## src/rtl/smt_issue_pkg.sv

```systemverilog
package smt_issue_pkg;
   localparam int CLASS_W = 2;

   typedef enum logic [CLASS_W-1:0] {
      UC_ALU  = 2'd0,
      UC_MEM  = 2'd1,
      UC_BR   = 2'd2,
      UC_NONE = 2'd3
   } unit_class_e;
endpackage

```

## src/rtl/smt_thread_scan.sv

```systemverilog
// Walks one thread's window in order and claims free units until blocked.
module smt_thread_scan
   import smt_issue_pkg::*;
#(
   parameter int WINDOW = 4,
   parameter int CW     = 3,
   parameter int AW     = 3
) (
   input  logic [WINDOW*CLASS_W-1:0] cls_i,
   input  logic [WINDOW-1:0]         stall_i,
   input  logic [CW-1:0]             free_alu_i,
   input  logic [CW-1:0]             free_mem_i,
   input  logic [CW-1:0]             free_br_i,
   output logic [CW-1:0]             take_alu_o,
   output logic [CW-1:0]             take_mem_o,
   output logic [CW-1:0]             take_br_o,
   output logic [AW-1:0]             adv_o
);
   always_comb begin
      logic        going;
      unit_class_e cls;
      going      = 1'b1;
      take_alu_o = '0;
      take_mem_o = '0;
      take_br_o  = '0;
      adv_o      = '0;
      for (int j = 0; j < WINDOW; j++) begin
         cls = unit_class_e'(cls_i[j*CLASS_W +: CLASS_W]);
         if (going) begin
            if (stall_i[j]) begin
               going = 1'b0;
            end else begin
               unique case (cls)
                  UC_ALU: if (take_alu_o < free_alu_i) begin
                     take_alu_o = take_alu_o + CW'(1);
                     adv_o      = adv_o + AW'(1);
                  end else going = 1'b0;
                  UC_MEM: if (take_mem_o < free_mem_i) begin
                     take_mem_o = take_mem_o + CW'(1);
                     adv_o      = adv_o + AW'(1);
                  end else going = 1'b0;
                  UC_BR: if (take_br_o < free_br_i) begin
                     take_br_o = take_br_o + CW'(1);
                     adv_o     = adv_o + AW'(1);
                  end else going = 1'b0;
                  default: going = 1'b0;
               endcase
            end
         end
      end
   end
endmodule

```

## src/rtl/smt_slot_map.sv

```systemverilog
// Lays per-thread grant counts of one unit class onto that class's slots.
module smt_slot_map #(
   parameter int NT = 3,
   parameter int NS = 2,
   parameter int CW = 3,
   parameter int TW = 2
) (
   input  logic [NT*CW-1:0] take_i,
   output logic [NS-1:0]    busy_o,
   output logic [NS*TW-1:0] tid_o
);
   always_comb begin
      int lo;
      int hi;
      busy_o = '0;
      tid_o  = '0;
      hi     = 0;
      for (int t = 0; t < NT; t++) begin
         lo = hi;
         hi = hi + int'(take_i[t*CW +: CW]);
         for (int k = 0; k < NS; k++) begin
            if (k >= lo && k < hi) begin
               busy_o[k]          = 1'b1;
               tid_o[k*TW +: TW]  = TW'(t);
            end
         end
      end
   end
endmodule

```

## src/rtl/smt_issue_alloc.sv

```systemverilog
module smt_issue_alloc
   import smt_issue_pkg::*;
#(
   parameter int NUM_THREADS = 3,
   parameter int WINDOW      = 4,
   parameter int NUM_ALU     = 2,
   parameter int NUM_MEM     = 1,
   parameter int NUM_BR      = 1,
   localparam int NSLOT = NUM_ALU + NUM_MEM + NUM_BR,
   localparam int TW    = (NUM_THREADS > 1) ? $clog2(NUM_THREADS) : 1,
   localparam int AW    = $clog2(WINDOW + 1)
) (
   input  logic                            clk,
   input  logic                            rst_n,
   input  logic [NUM_THREADS*WINDOW*2-1:0] win_class,
   input  logic [NUM_THREADS*WINDOW-1:0]   win_stall,
   output logic [NSLOT-1:0]                slot_busy,
   output logic [NSLOT*TW-1:0]             slot_thread,
   output logic [NUM_THREADS*AW-1:0]       thread_adv
);
   localparam int M1 = (WINDOW > NUM_ALU) ? WINDOW : NUM_ALU;
   localparam int M2 = (M1 > NUM_MEM) ? M1 : NUM_MEM;
   localparam int M3 = (M2 > NUM_BR) ? M2 : NUM_BR;
   localparam int CW = $clog2(M3 + 1);

   generate
      if (NUM_THREADS < 1 || WINDOW < 1) begin : g_bad_shape
         $error("smt_issue_alloc: NUM_THREADS and WINDOW must be at least 1");
      end
      if (NUM_ALU < 1 || NUM_MEM < 1 || NUM_BR < 1) begin : g_bad_units
         $error("smt_issue_alloc: each unit class needs at least one slot");
      end
   endgenerate

   logic [CW-1:0] free_alu [NUM_THREADS+1];
   logic [CW-1:0] free_mem [NUM_THREADS+1];
   logic [CW-1:0] free_br  [NUM_THREADS+1];
   logic [NUM_THREADS*CW-1:0] take_alu, take_mem, take_br;
   logic [NUM_THREADS*AW-1:0] adv_d;

   assign free_alu[0] = CW'(NUM_ALU);
   assign free_mem[0] = CW'(NUM_MEM);
   assign free_br[0]  = CW'(NUM_BR);

   // Priority chain: each thread sees only what earlier threads left.
   generate
      for (genvar t = 0; t < NUM_THREADS; t++) begin : g_thr
         smt_thread_scan #(.WINDOW(WINDOW), .CW(CW), .AW(AW)) u_scan (
            .cls_i      (win_class[t*WINDOW*CLASS_W +: WINDOW*CLASS_W]),
            .stall_i    (win_stall[t*WINDOW +: WINDOW]),
            .free_alu_i (free_alu[t]),
            .free_mem_i (free_mem[t]),
            .free_br_i  (free_br[t]),
            .take_alu_o (take_alu[t*CW +: CW]),
            .take_mem_o (take_mem[t*CW +: CW]),
            .take_br_o  (take_br[t*CW +: CW]),
            .adv_o      (adv_d[t*AW +: AW])
         );
         assign free_alu[t+1] = free_alu[t] - take_alu[t*CW +: CW];
         assign free_mem[t+1] = free_mem[t] - take_mem[t*CW +: CW];
         assign free_br[t+1]  = free_br[t]  - take_br[t*CW +: CW];
      end
   endgenerate

   logic [NUM_ALU-1:0]    alu_busy;
   logic [NUM_MEM-1:0]    mem_busy;
   logic [NUM_BR-1:0]     br_busy;
   logic [NUM_ALU*TW-1:0] alu_tid;
   logic [NUM_MEM*TW-1:0] mem_tid;
   logic [NUM_BR*TW-1:0]  br_tid;

   smt_slot_map #(.NT(NUM_THREADS), .NS(NUM_ALU), .CW(CW), .TW(TW)) u_map_alu (
      .take_i (take_alu), .busy_o (alu_busy), .tid_o (alu_tid));
   smt_slot_map #(.NT(NUM_THREADS), .NS(NUM_MEM), .CW(CW), .TW(TW)) u_map_mem (
      .take_i (take_mem), .busy_o (mem_busy), .tid_o (mem_tid));
   smt_slot_map #(.NT(NUM_THREADS), .NS(NUM_BR), .CW(CW), .TW(TW)) u_map_br (
      .take_i (take_br), .busy_o (br_busy), .tid_o (br_tid));

   always_ff @(posedge clk or negedge rst_n) begin
      if (!rst_n) begin
         slot_busy   <= '0;
         slot_thread <= '0;
         thread_adv  <= '0;
      end else begin
         slot_busy   <= {br_busy, mem_busy, alu_busy};
         slot_thread <= {br_tid, mem_tid, alu_tid};
         thread_adv  <= adv_d;
      end
   end
endmodule

```

## config.mk

```make
export PLATFORM = sky130hd
export DESIGN_NAME = smt_issue_alloc
export DESIGN_NICKNAME = d
export VERILOG_FILES = /design/src/rtl/smt_issue_pkg.sv /design/src/rtl/smt_thread_scan.sv /design/src/rtl/smt_slot_map.sv /design/src/rtl/smt_issue_alloc.sv
export SDC_FILE = /design/constraint.sdc
export NUM_CORES = 1
export LEC_CHECK = 0
export BUFFER_PORTS_ARGS = -buffer_cell sky130_fd_sc_hd__buf_2
export CAP_MARGIN = 20
export CORE_MARGIN = 4
export CORE_UTILIZATION = 60
export DETAILED_ROUTE_END_ITERATION = 10
export GPL_TIMING_DRIVEN = 0
export PLACE_DENSITY = 0.91
export SETUP_SLACK_MARGIN = 0.15
export SLEW_MARGIN = 5
export SYNTH_ARGS = -nofsm -noshare
export SYNTH_HDL_FRONTEND = slang
export SYNTH_SLANG_ARGS = --single-unit
```

## constraint.sdc

```tcl
create_clock -name clk -period 0.8 [get_ports clk]
set_input_delay 0 -clock clk [delete_from_list [all_inputs] [get_ports clk]]
set_output_delay 0 -clock clk [all_outputs]
set_load 0.01 [all_outputs]
```

==> summary.txt, run 1 <==
Place
  – Routability congestion estimate: between 0.9 and 1
  – Placed inst area: 5066 sq um
  – PortBufs: 55
  – Post-DP HPWL: around 9.8 mm
  – Post-Place Cells: 695

Logic synthesis
  – Synth top area cells: ha_1, dfrtp_1, nor2_1, inv_1, nand2_1
  – Syn_area_per_cell: 7.966 sq um
  – Number of synthesized flops with an enable pin: 0
  – Number of warnings issued by yosys: 0
  – Ys flop type: dfrtp_1
  – Sequential fraction of the synthesis area: 0.1215
  – Yosys reg bits: 21
  – Synth area leader: ha_1
  – FFs w/ async S/R, synth: 1.000
  – Count of mapped cells out of synthesis: 543
  – Top post-synthesis cells by count: nor2_1, ha_1, inv_1, nand2_1, nor3_1
  – Syn Std Cell Area: between 4000 and 5000 sq um
  – Count of different cell masters after synthesis: between 90 and 100
  – Count leader, synth: nor2_1
  – Yosys top cell area share: 0.1591

Clocking
  – H-tree depth: 1
  – CTS Buf Count: 3
  – CTS Sinks: 21
  – Clk root buf: clkbuf_8
  – Clock tree buffer depth: 2

Outcome
  – Status: stopped before the end
  – Failing step: global routing
  – Halt Reason: [ERROR GRT-0232] Routing congestion too high. Check the congestion heatmap in the GUI.

Timing
  – Worst setup endpoint GRT: slot_busy[0]$_DFF_PN0_/D
  – Worst-path end type: register data pin

Die
  – Die W: roughly 93 um
  – Rows: 30
  – Initial core utilization: 0.6263
  – Die span in y: around 93 um
  – # IOs: between 50 and 60

GRT
  – Grt ovf: 1
  – Global Route Usage Sum: 0.6848
  – Largest net degree at the start of global routing: 22
## stage by stage
| step | setup slack [ns] | hold WS [ns] | util |
|---|---|---|---|
| after detailed placement | -12.11 | -0.01883 | 0.7335 |
| after global placement | -11.64 | -0.03164 | 0.7335 |
| after floorplan | -10.67 | -0.2956 | - |
| after CTS | -10.71 | 0.08531 | 0.8835 |
## kinds of logic after synthesis
kind of cell / synth area share
flip-flops: 0.1215
buffers and inverters: 0.04888
XOR/XNOR: 0.03645
other: 0.0008670
AND/OR/NAND/NOR: 0.3246
multiplexers: 0.05236
AO/OA/AOI/OAI: 0.2332
adder cells (fa/ha/maj): 0.1822
## routing by layer
layer  GRT usage  overflow
met5      0.1603         0
met3      0.5378         0
met1      0.6815         0
met4      0.6459         0
met2      0.8656         1
## what timing repair did
item / 4_1_cts
endpoints found under the hold margin: 21
hold buffers: 1
pin swaps: 63
setup endpoints to repair: 42
setup buffers: 71
resized for setup: 82
==> inputs of run 2 (changes only) <==
CORE_UTILIZATION = 40   (was 60)
PLACE_DENSITY = not set   (was 0.91)
PLACE_DENSITY_LB_ADDON = 0.15   (was not set)
SETUP_SLACK_MARGIN = not set   (was 0.15)
==> run 2 against run 1 <==
  * Synthesized cell count did not move
  * The flow now finishes, with violations (setup timing)
  * Synthesized area did not move
==> summary.txt, run 2 <==
Outcome
  – Status: complete, but fails checks
  – Failing checks: setup timing

Routing
  – Post-DR vias/cell: roughly 5.6
  – Total number of vias: 4475
  – Iter 0 DRT Violations: approximately 200
  – Routed len/inst: 16.08 um
  – Routed WL: 12.88 mm
  – DRC: 0
  – Pre-antenna DRT Iters: 5
  – Antenna-violating nets left: 0

Critical path
  – Slowest stage delay, CP: approximately 0.5 ns
  – Crit path buf inv count: 14
  – Critical Path Start: win_stall[1]
  – CP endpoint: slot_busy[0]$_DFF_PN0_
  – CP Max Fanout: 4
  – Crit path DAT: approximately 12 ns
  – Critical-path top delay cell: or4_1
  – Critical path class: input port to flip-flop
  – Crit-path most repeated cell: buf_4
  – CP Capture Type: flip-flop
  – WP data required: around 0.93 ns
  – Crit path launch type: input port
  – CP top delay family: simple AND/OR/NAND/NOR gates
  – Worst path depth: 65

GRT
  – Global Route Usage Sum: 0.1987
  – Vias in the first global route: roughly 4400
  – Largest net degree at the start of global routing: 22
  – Grt ovf: 0
  – First-pass GRT wire length: 21.11 mm
  – Initial antenna violation count: 0

Finish
  – Nets: ~760
  – Top flop regs: thread_adv x9, slot_thread x8, slot_busy x4
  – Commonest non-fill, non-tap cell in the layout: buf_4
  – Non-filler instance count after layout: between 800 and 900
  – N_diodes: 0
  – Area Growth Syn to Fin: 40.18%
  – Most frequent cells in the layout: buf_4, nor2_1, buf_2
  – Register area: between 500 and 600 sq um
  – Biggest register: thread_adv
  – Fill count: approximately 930
  – Max FFs per register: 9
  – Share of cells above drive strength 1: 0.4301
  – Area taken by multi-input logic gates: 4300 sq um
  – Post-layout util: 0.5821

Timing
  – Setup TNS: -150.53 ns
  – Final Hold Vio Count: 0
  – Fin crit period: about 12 ns
  – Setup violations, final: 22
  – Tcrit/Tclk final: 14.57
  – Final WS setup: -10.86 ns
  – Unrepaired setup endpoints after global routing: yes
  – Slew Limit Fails: 0
  – Worst slew pin tran: 0.6907 ns
  – Highest clock rate: 0.08579 GHz
  – Rel. slew slack: 0.5374

Die
  – Rows: 37
  – # IOs: 59
  – Die span in y: approximately 110 um
  – Die W: ~110 um
  – Initial core utilization: 0.4153
  – CORE AREA: 10420 sq um
  – Die area: around 13000 sq um

Logic synthesis
  – Ys flop type: dfrtp_1
  – Count of different cell masters after synthesis: just over 90
  – Syn Std Cell Area: roughly 4300 sq um
  – FFs w/ async S/R, synth: 1.000
  – Synth area leader: ha_1
  – Fraction of synthesized cell area in xor and xnor cells: 0.03645
  – Number of warnings issued by yosys: 0
  – Sequential fraction of the synthesis area: 0.1215
  – Top post-synthesis cells by count: nor2_1, ha_1, inv_1, nand2_1, nor3_1
  – Compound-Gate Fraction of Synth Area: 0.2332
  – Post-synthesis simple-gate area fraction: 0.3246
  – Mux contribution to synthesized area: 0.05236
  – Yosys top cell area share: 0.1591
  – Adder-Cell Fraction of Synth Area: 0.1822
  – Syn_area_per_cell: 7.966 sq um
  – Count leader, synth: nor2_1
  – Yosys reg bits: 21
  – Synth top area cells: ha_1, dfrtp_1, nor2_1, inv_1, nand2_1
  – Number of synthesized flops with an enable pin: 0
  – Count of mapped cells out of synthesis: 543
  – Largest family of logic cells by synthesized area: simple AND/OR/NAND/NOR gates

Clocking
  – CTS Buf Count: 3
  – CTS Sinks: 21
  – H-tree depth: 1
  – Clock tree buffer depth: 2
  – Clk root buf: clkbuf_8
  – CTS tree: yes
  – Reg clk slew, reported paths: around 0.070 ns

Power
  – Clock power frac: 0.157
  – Internal Power: approximately 2.7 mW
  – Sw Pwr: between 1.5 and 2 mW
  – Leak pwr: around 2.7 nW
  – Sw Share: 0.4149
  – Seq pwr share: 0.262
  – Pwr Total: ~4.6 mW
  – Pwr per Cell Area: 765.6 nW/um^2
  – Peak VDD IR: between 0.7 and 0.8 mV
  – Logic pwr share: 0.581

Min path
  – Worst Hold Class: input port to flip-flop

Place
  – Post-DP HPWL: a little under 10 mm
  – Dpl ws: -11.91 ns
  – Post-Place Cells: 735
  – PortBufs: 55
  – Routability congestion estimate: 0.8703

Job
  – Maxcap violations: 0
## run 2: cell counts after synthesis
Identical to the previous run, type by type.
## run 2: cell type report
class,instances,share of cell area
tap,136,0.02806
clock buffer,3,0.006810
inverter,45,0.02910
clock inverter,1,0.0008254
buffer,6,0.008254
timing repair buffer,119,0.1310
multi-input combinational,470,0.7092
sequential,21,0.08667
## run 2: metrics by stage
step	hold slack, ns	area [sq um]
2_1_floorplan	-0.2956	4671
3_3_place_gp	-0.01681	5116
3_5_place_dp	-0.01221	5116
4_1_cts	0.1000	5892
5_1_grt	0.1061	6063
6_report	0.09271	6063
## run 2: what timing repair did
| item | CTS | global route |
|---|---|---|
| pin swaps | 50 | 17 |
| hold buffers | 1 | 0 |
| endpoints found under the setup margin | 22 | 29 |
| resized for setup | 55 | 31 |
| buffers inserted | 59 | 9 |
| endpoints found under the hold margin | 21 | 0 |
## run 2: tightest hold or removal path: stages
cell	delay, ns
buf_2	0.14
nor3_2	0.07
nor2b_1	0.10
## run 2: cells by family (layout without fill, tap and decap cells)
family | after synthesis | in the layout
buffers and inverters | 53 | 174
and+or+nand+nor | 253 | 253
xor gates and xnor gates | 18 | 18
other | 1 | 2
DFF | 21 | 21
adders and majority gates | 60 | 60
AOI/OAI and AO/OA | 117 | 117
muxes | 20 | 20
## run 2: power groups by stage
stage	clock [mW]	combinational [mW]	sequential (mW)
after CTS	0.762	2.58	1.22
after global placement	0	2.17	1.23
after global routing	0.802	2.95	1.23
final	0.730	2.70	1.22
after floorplan	0	1.45	1.31
after detailed placement	0	2.20	1.23
## run 2: worst min-delay path by stage
stage                       from                      end  cells after the start  slack [ns]
floorplan                  rst_n   slot_busy[0]$_DFF_PN0_                      0       -0.30
global placement           rst_n  thread_adv[0]$_DFF_PN0_                      1       -0.02
finish              win_stall[3]  thread_adv[0]$_DFF_PN0_                      3        0.09
CTS                 win_stall[3]  thread_adv[0]$_DFF_PN0_                      3        0.10
global route        win_stall[3]  thread_adv[0]$_DFF_PN0_                      3        0.11
detailed placement         rst_n  thread_adv[2]$_DFF_PN0_                      1       -0.01
## run 2: metal layers
layer | GRT usage | part of all wire | vias to the layer above
met3 | 0.02554 | 0.042 | 16
met1 | 0.2779 | 0.48 | 2112
met2 | 0.3353 | 0.46 | 102
met4 | 0.02885 | 0.0099 | 0
met5 | 0 | 0 | -
li1 | - | - | 2245
No activity file was read; power rests on OpenSTA's default activity.
==> inputs of run 3 (changes only) <==
SKIP_CTS_REPAIR_TIMING = 1   (was not set)
TNS_END_PERCENT = 5   (was not set)
==> run 3 against run 2 <==
  * The flow still finishes with violations (setup timing)
  * Wire length decreased by 7.3%
  * Worst hold slack improved by 0.013 ns
  * Utilization decreased by 5.5 points
  * Via count decreased by 3.1%
  * Final area decreased by 9.5%
  * Sequential power about the same
  * Die area unchanged
  * Setup slack got worse by 0.29 ns
  * Critical path depth decreased by 5
  * Non-clock buffer count decreased by 33
  * Final cell count decreased by 4.1%
==> summary.txt, run 3 (synthesized netlist as in run 2, its figures left out) <==
Outcome
  – Status: complete, but fails checks
  – Failing checks: setup timing

GRT
  – First-pass GRT wire length: 19.78 mm
  – Busiest grt layer: met2
  – Vias in the first global route: about 4200
  – Largest net degree at the start of global routing: 22
  – Met3 Use GR: 0.04293
  – Grt ovf: 0
  – Global Route Usage Sum: 0.1848
  – Global-route track usage on met1: 0.2604
  – GR Layer Usage met2: 0.3014
  – Initial antenna violation count: 0

Finish
  – Share of cells above drive strength 1: 0.3212
  – Fill count: roughly 1000
  – N_diodes: 0
  – Area Growth Syn to Fin: 26.90%
  – Top flop regs: thread_adv x9, slot_thread x8, slot_busy x4
  – Max FFs per register: 9
  – Most frequent cells in the layout: nor2_1, buf_2, ha_1
  – Biggest register: thread_adv
  – Nets: about 730
  – Commonest non-fill, non-tap cell in the layout: nor2_1

Timing
  – Final Hold Vio Count: 0
  – Unrepaired setup endpoints after global routing: yes
  – Slew Limit Fails: 0
  – Tcrit/Tclk final: 14.93
  – Fin crit period: 11.95 ns
  – Highest clock rate: approximately 0.084 GHz
  – Rel. slew slack: 0.5199
  – Final WS setup: -11.15 ns
  – Worst slew pin tran: between 0.7 and 0.8 ns
  – Final hold slack: 0.1056 ns
  – Setup violations, final: 21

Clocking
  – Clock tree buffer depth: 2
  – Reg clk slew, reported paths: ~0.07 ns
  – CTS Sinks: 21
  – CTS tree: yes
  – Clk root buf: clkbuf_8
  – CTS Buf Count: 3
  – H-tree depth: 1

Power
  – Leak pwr: approximately 2.5 nW
  – Peak VDD IR: about 0.65 mV
  – Pwr per Cell Area: 787.2 nW/um^2
  – Pwr Total: between 4 and 5 mW

Die
  – CORE AREA: between 10000 and 15000 sq um
  – Rows: 37
  – Die area: 12540 sq um
  – Die W: ~110 um
  – Initial core utilization: 0.4153
  – Die span in y: roughly 110 um
  – # IOs: 59

Min path
  – HP Start: win_stall[3]
  – Hold Crit Depth: 3
  – Worst Hold Class: input port to flip-flop
  – Hold Path End: thread_adv[0]$_DFF_PN0_

Place
  – Routability congestion estimate: 0.9520
  – PortBufs: 55
  – Post-DP HPWL: just under 10 mm

Critical path
  – CP Max Fanout: 8
  – Crit path buf inv count: 7
  – Crit path launch type: input port
  – CP Capture Type: flip-flop
  – Critical-path top delay cell: or4_4
  – Critical path class: input port to flip-flop
  – Crit path DAT: approximately 12 ns
  – Slowest stage delay, CP: 0.49 ns
  – WP data required: between 0.9 and 1 ns
  – Crit-path most repeated cell: ha_4
  – CP top delay family: simple AND/OR/NAND/NOR gates

Routing
  – Total number of vias: around 4300
  – Pre-antenna DRT Iters: 5
  – Post-DR vias/cell: 5.646
  – DRC: 0
  – Routed WL: between 10 and 15 mm
  – Routed len/inst: between 15 and 20 um
  – Antenna-violating nets left: 0
  – Iter 0 DRT Violations: 225

Job
  – Maxcap violations: 0
[run 3: cell types whose count changed in the layout (fill, tap and decap cells not counted), sizes merged]
cell    previous run  this run
buf              121        86
clkbuf             6         8
[run 3: per-layer routing]
layer,share of wire,wire (um)
met1,0.48,5681
met2,0.46,5496
met3,0.063,750
met4,0.0016,19
met5,0,0
[run 3: layout make-up]
| class | count | area [sq um] | share of cell area |
|---|---|---|---|
| plain buffers | 8 | 51.30 | 0.009346 |
| clock buffers | 3 | 41.29 | 0.007522 |
| clock inverters | 1 | 5.005 | 0.0009118 |
| inverters | 45 | 176.4 | 0.03214 |
| multi-input cells | 470 | 4014 | 0.7313 |
| flip-flops and latches | 21 | 525.5 | 0.09574 |
| well taps | 136 | 170.2 | 0.03100 |
| repair buffers | 84 | 505.5 | 0.09209 |
[run 3: worst max path at each step]
stage,startpoint,endpoint,cells after the start
6_report,win_class[3],slot_busy[0]$_DFF_PN0_,60
5_1_grt,win_stall[1],slot_busy[0]$_DFF_PN0_,61
4_1_cts,win_class[3],slot_busy[0]$_DFF_PN0_,60
3_5_place_dp,win_class[3],slot_busy[0]$_DFF_PN0_,60
3_3_place_gp,win_class[0],slot_busy[0]$_DFF_PN0_,60
2_1_floorplan,win_stall[1],slot_busy[0]$_DFF_PN0_,62
[run 3: per-stage QoR]
step	utilization	area [sq um]	instances	worst slack [ns]	TNS [ns]
after global routing	0.5270	5489	768	-11.79	-166.43
after detailed placement	0.4823	5024	735	-11.96	-168.84
final	0.5270	5489	768	-11.15	-157.23
after floorplan	-	4578	544	-10.67	-148.71
after global placement	0.4823	5024	735	-11.80	-167.33
after CTS	0.4867	5070	739	-11.71	-163.23
[run 3: worst min-delay path: stages]
cell	delay [ns]
buf_2	0.13
nor3_1	0.08
nor2b_1	0.11
[run 3: report_power, final]
part           internal [mW]  total [mW]  switching (mW)
clock network          0.348       0.730           0.382
registers               1.19        1.21          0.0286
logic                  0.994        2.38            1.38
total                   2.53        4.32            1.79
==> inputs of run 4 (changes only) <==
ABC_CLOCK_PERIOD_IN_PS = 800   (was not set)
SKIP_LAST_GASP = 1   (was not set)
==> run 4 against run 3 <==
  * The flow still finishes with violations (setup timing)
  * Fmax fell by 0.10%
  * Final cell count stayed put
  * First-iteration DRC count rose by 7.1%
  * Sequential share of layout area is 0.075 points higher
  * Sequential power hardly changed
  * Power down 0.66%
  * Worst hold slack better by 0.00079 ns
  * Non-clock buffer count unchanged
  * Final area is 0.78% lower
  * Critical path type unchanged
  * Critical endpoint is now slot_busy[2]$_DFF_PN0_
==> summary.txt, run 4 (synthesized netlist as in run 2, its figures left out) <==
Critical path
  – Slowest stage delay, CP: around 0.48 ns
  – CP top delay family: simple AND/OR/NAND/NOR gates
  – WP data required: 0.93 ns
  – CP Max Fanout: 8
  – Critical-path top delay cell: or3b_2
  – Critical path class: input port to flip-flop
  – CP Capture Type: flip-flop
  – Crit path buf inv count: 6
  – Crit-path most repeated cell: and3_4
  – Crit path DAT: approximately 12 ns
  – Crit path launch type: input port
  – Critical Path Start: win_class[3]

Die
  – Die span in y: ~110 um
  – Die W: around 110 um
  – CORE AREA: approximately 10000 sq um
  – # IOs: 59
  – Die area: approximately 13000 sq um
  – Initial core utilization: 0.4153
  – Rows: 37

GRT
  – Largest net degree at the start of global routing: 22
  – Grt ovf: 0
  – Initial antenna violation count: 0
  – Vias in the first global route: approximately 4200
  – First-pass GRT wire length: slightly below 20 mm
  – Global Route Usage Sum: 0.1848

Clocking
  – Reg clk slew, reported paths: approximately 0.070 ns
  – CTS tree: yes
  – Clk root buf: clkbuf_8
  – H-tree depth: 1
  – CTS Sinks: 21
  – Clock tree buffer depth: 2
  – CTS Buf Count: 3

Finish
  – Fill count: 1012
  – Biggest register: thread_adv
  – Post-layout util: 0.5229
  – Nets: about 730
  – Most frequent cells in the layout: nor2_1, buf_2, ha_1
  – N_diodes: 0
  – Max FFs per register: 9
  – Commonest non-fill, non-tap cell in the layout: nor2_1
  – Top flop regs: thread_adv x9, slot_thread x8, slot_busy x4
  – Share of cells above drive strength 1: 0.3101
  – Area Growth Syn to Fin: 25.92%

Job
  – Maxcap violations: 0

Timing
  – Highest clock rate: about 0.084 GHz
  – Unrepaired setup endpoints after global routing: yes
  – Rel. slew slack: 0.5208
  – Setup violations, final: 21
  – Setup TNS: -157.57 ns
  – Worst slew pin tran: slightly above 0.7 ns
  – Final Hold Vio Count: 0
  – Final hold slack: 0.1064 ns
  – Slew Limit Fails: 0
  – Final WS setup: -11.16 ns
  – Fin crit period: 11.96 ns
  – Tcrit/Tclk final: 14.95

Place
  – Post-DP HPWL: 9.713 mm
  – Dpl ws: -11.96 ns
  – Routability congestion estimate: approximately 0.95
  – PortBufs: 55

Min path
  – HP Start: win_stall[3]
  – Worst Hold Class: input port to flip-flop

Power
  – Pwr per Cell Area: a little under 800 nW/um^2
  – Leak pwr: 2.501 nW
  – Seq pwr share: 0.283
  – Internal Power: roughly 2.5 mW
  – Sw Share: 0.4146
  – Peak VDD IR: around 0.65 mV
  – Clock power frac: 0.170
  – Pwr Total: 4.293 mW
  – Sw Pwr: 1.780 mW
  – Logic pwr share: 0.548

Routing
  – Iter 0 DRT Violations: ~240
  – Routed len/inst: 15.49 um
  – Pre-antenna DRT Iters: 5
  – Post-DR vias/cell: 5.603
  – Routed WL: ~12 mm
  – DRC: 0
  – Antenna-violating nets left: 0
  – Total number of vias: between 4000 and 5000

Outcome
  – Failing checks: setup timing
  – Status: complete, but fails checks
-- run 4: power groups by stage --
| stage | Clock (mW) | Sequential (mW) | Combinational, mW |
|---|---|---|---|
| 4_1_cts | 0.758 | 1.22 | 2.16 |
| 6_report | 0.728 | 1.21 | 2.35 |
| 3_3_place_gp | 0 | 1.23 | 2.12 |
| 3_5_place_dp | 0 | 1.24 | 2.15 |
| 5_1_grt | 0.806 | 1.23 | 2.61 |
| 2_1_floorplan | 0 | 1.31 | 1.41 |
-- run 4: per-layer routing --
layer  vias to the layer above  wire [um]  global-route usage
met4                         0         19             0.01522
met2                        91       5479              0.3014
met3                         2        666             0.04293
met5                         -          0                   0
li1                       2177          -                   -
met1                      2033       5731              0.2604
-- run 4: layout make-up --
class / instances / area (sq um) / share of cell area
clock buffers: 3 / 41.29 / 0.007581
multi-input cells: 470 / 3978 / 0.7303
well taps: 136 / 170.2 / 0.03124
repair buffers: 84 / 499.2 / 0.09166
plain buffers: 8 / 51.30 / 0.009419
inverters: 45 / 176.4 / 0.03239
clock inverters: 1 / 5.005 / 0.0009189
flip-flops and latches: 21 / 525.5 / 0.09649
-- run 4: final timing paths --
kind                       cells past startpoint  slack, ns                       end
worst min-delay path                           3       0.11   thread_adv[0]$_DFF_PN0_
max in group asynchronous                      2       0.23   thread_adv[6]$_DFF_PN0_
min in group asynchronous                      2       0.22  slot_thread[2]$_DFF_PN0_
worst max-delay path                          58     -11.16    slot_busy[2]$_DFF_PN0_
-- run 4: stage by stage --
| step | cells | area [sq um] |
|---|---|---|
| 6_report | 768 | 5446 |
| 5_1_grt | 768 | 5446 |
| 4_1_cts | 739 | 5070 |
| 3_5_place_dp | 735 | 5024 |
| 3_3_place_gp | 735 | 5024 |
| 2_1_floorplan | 544 | 4578 |
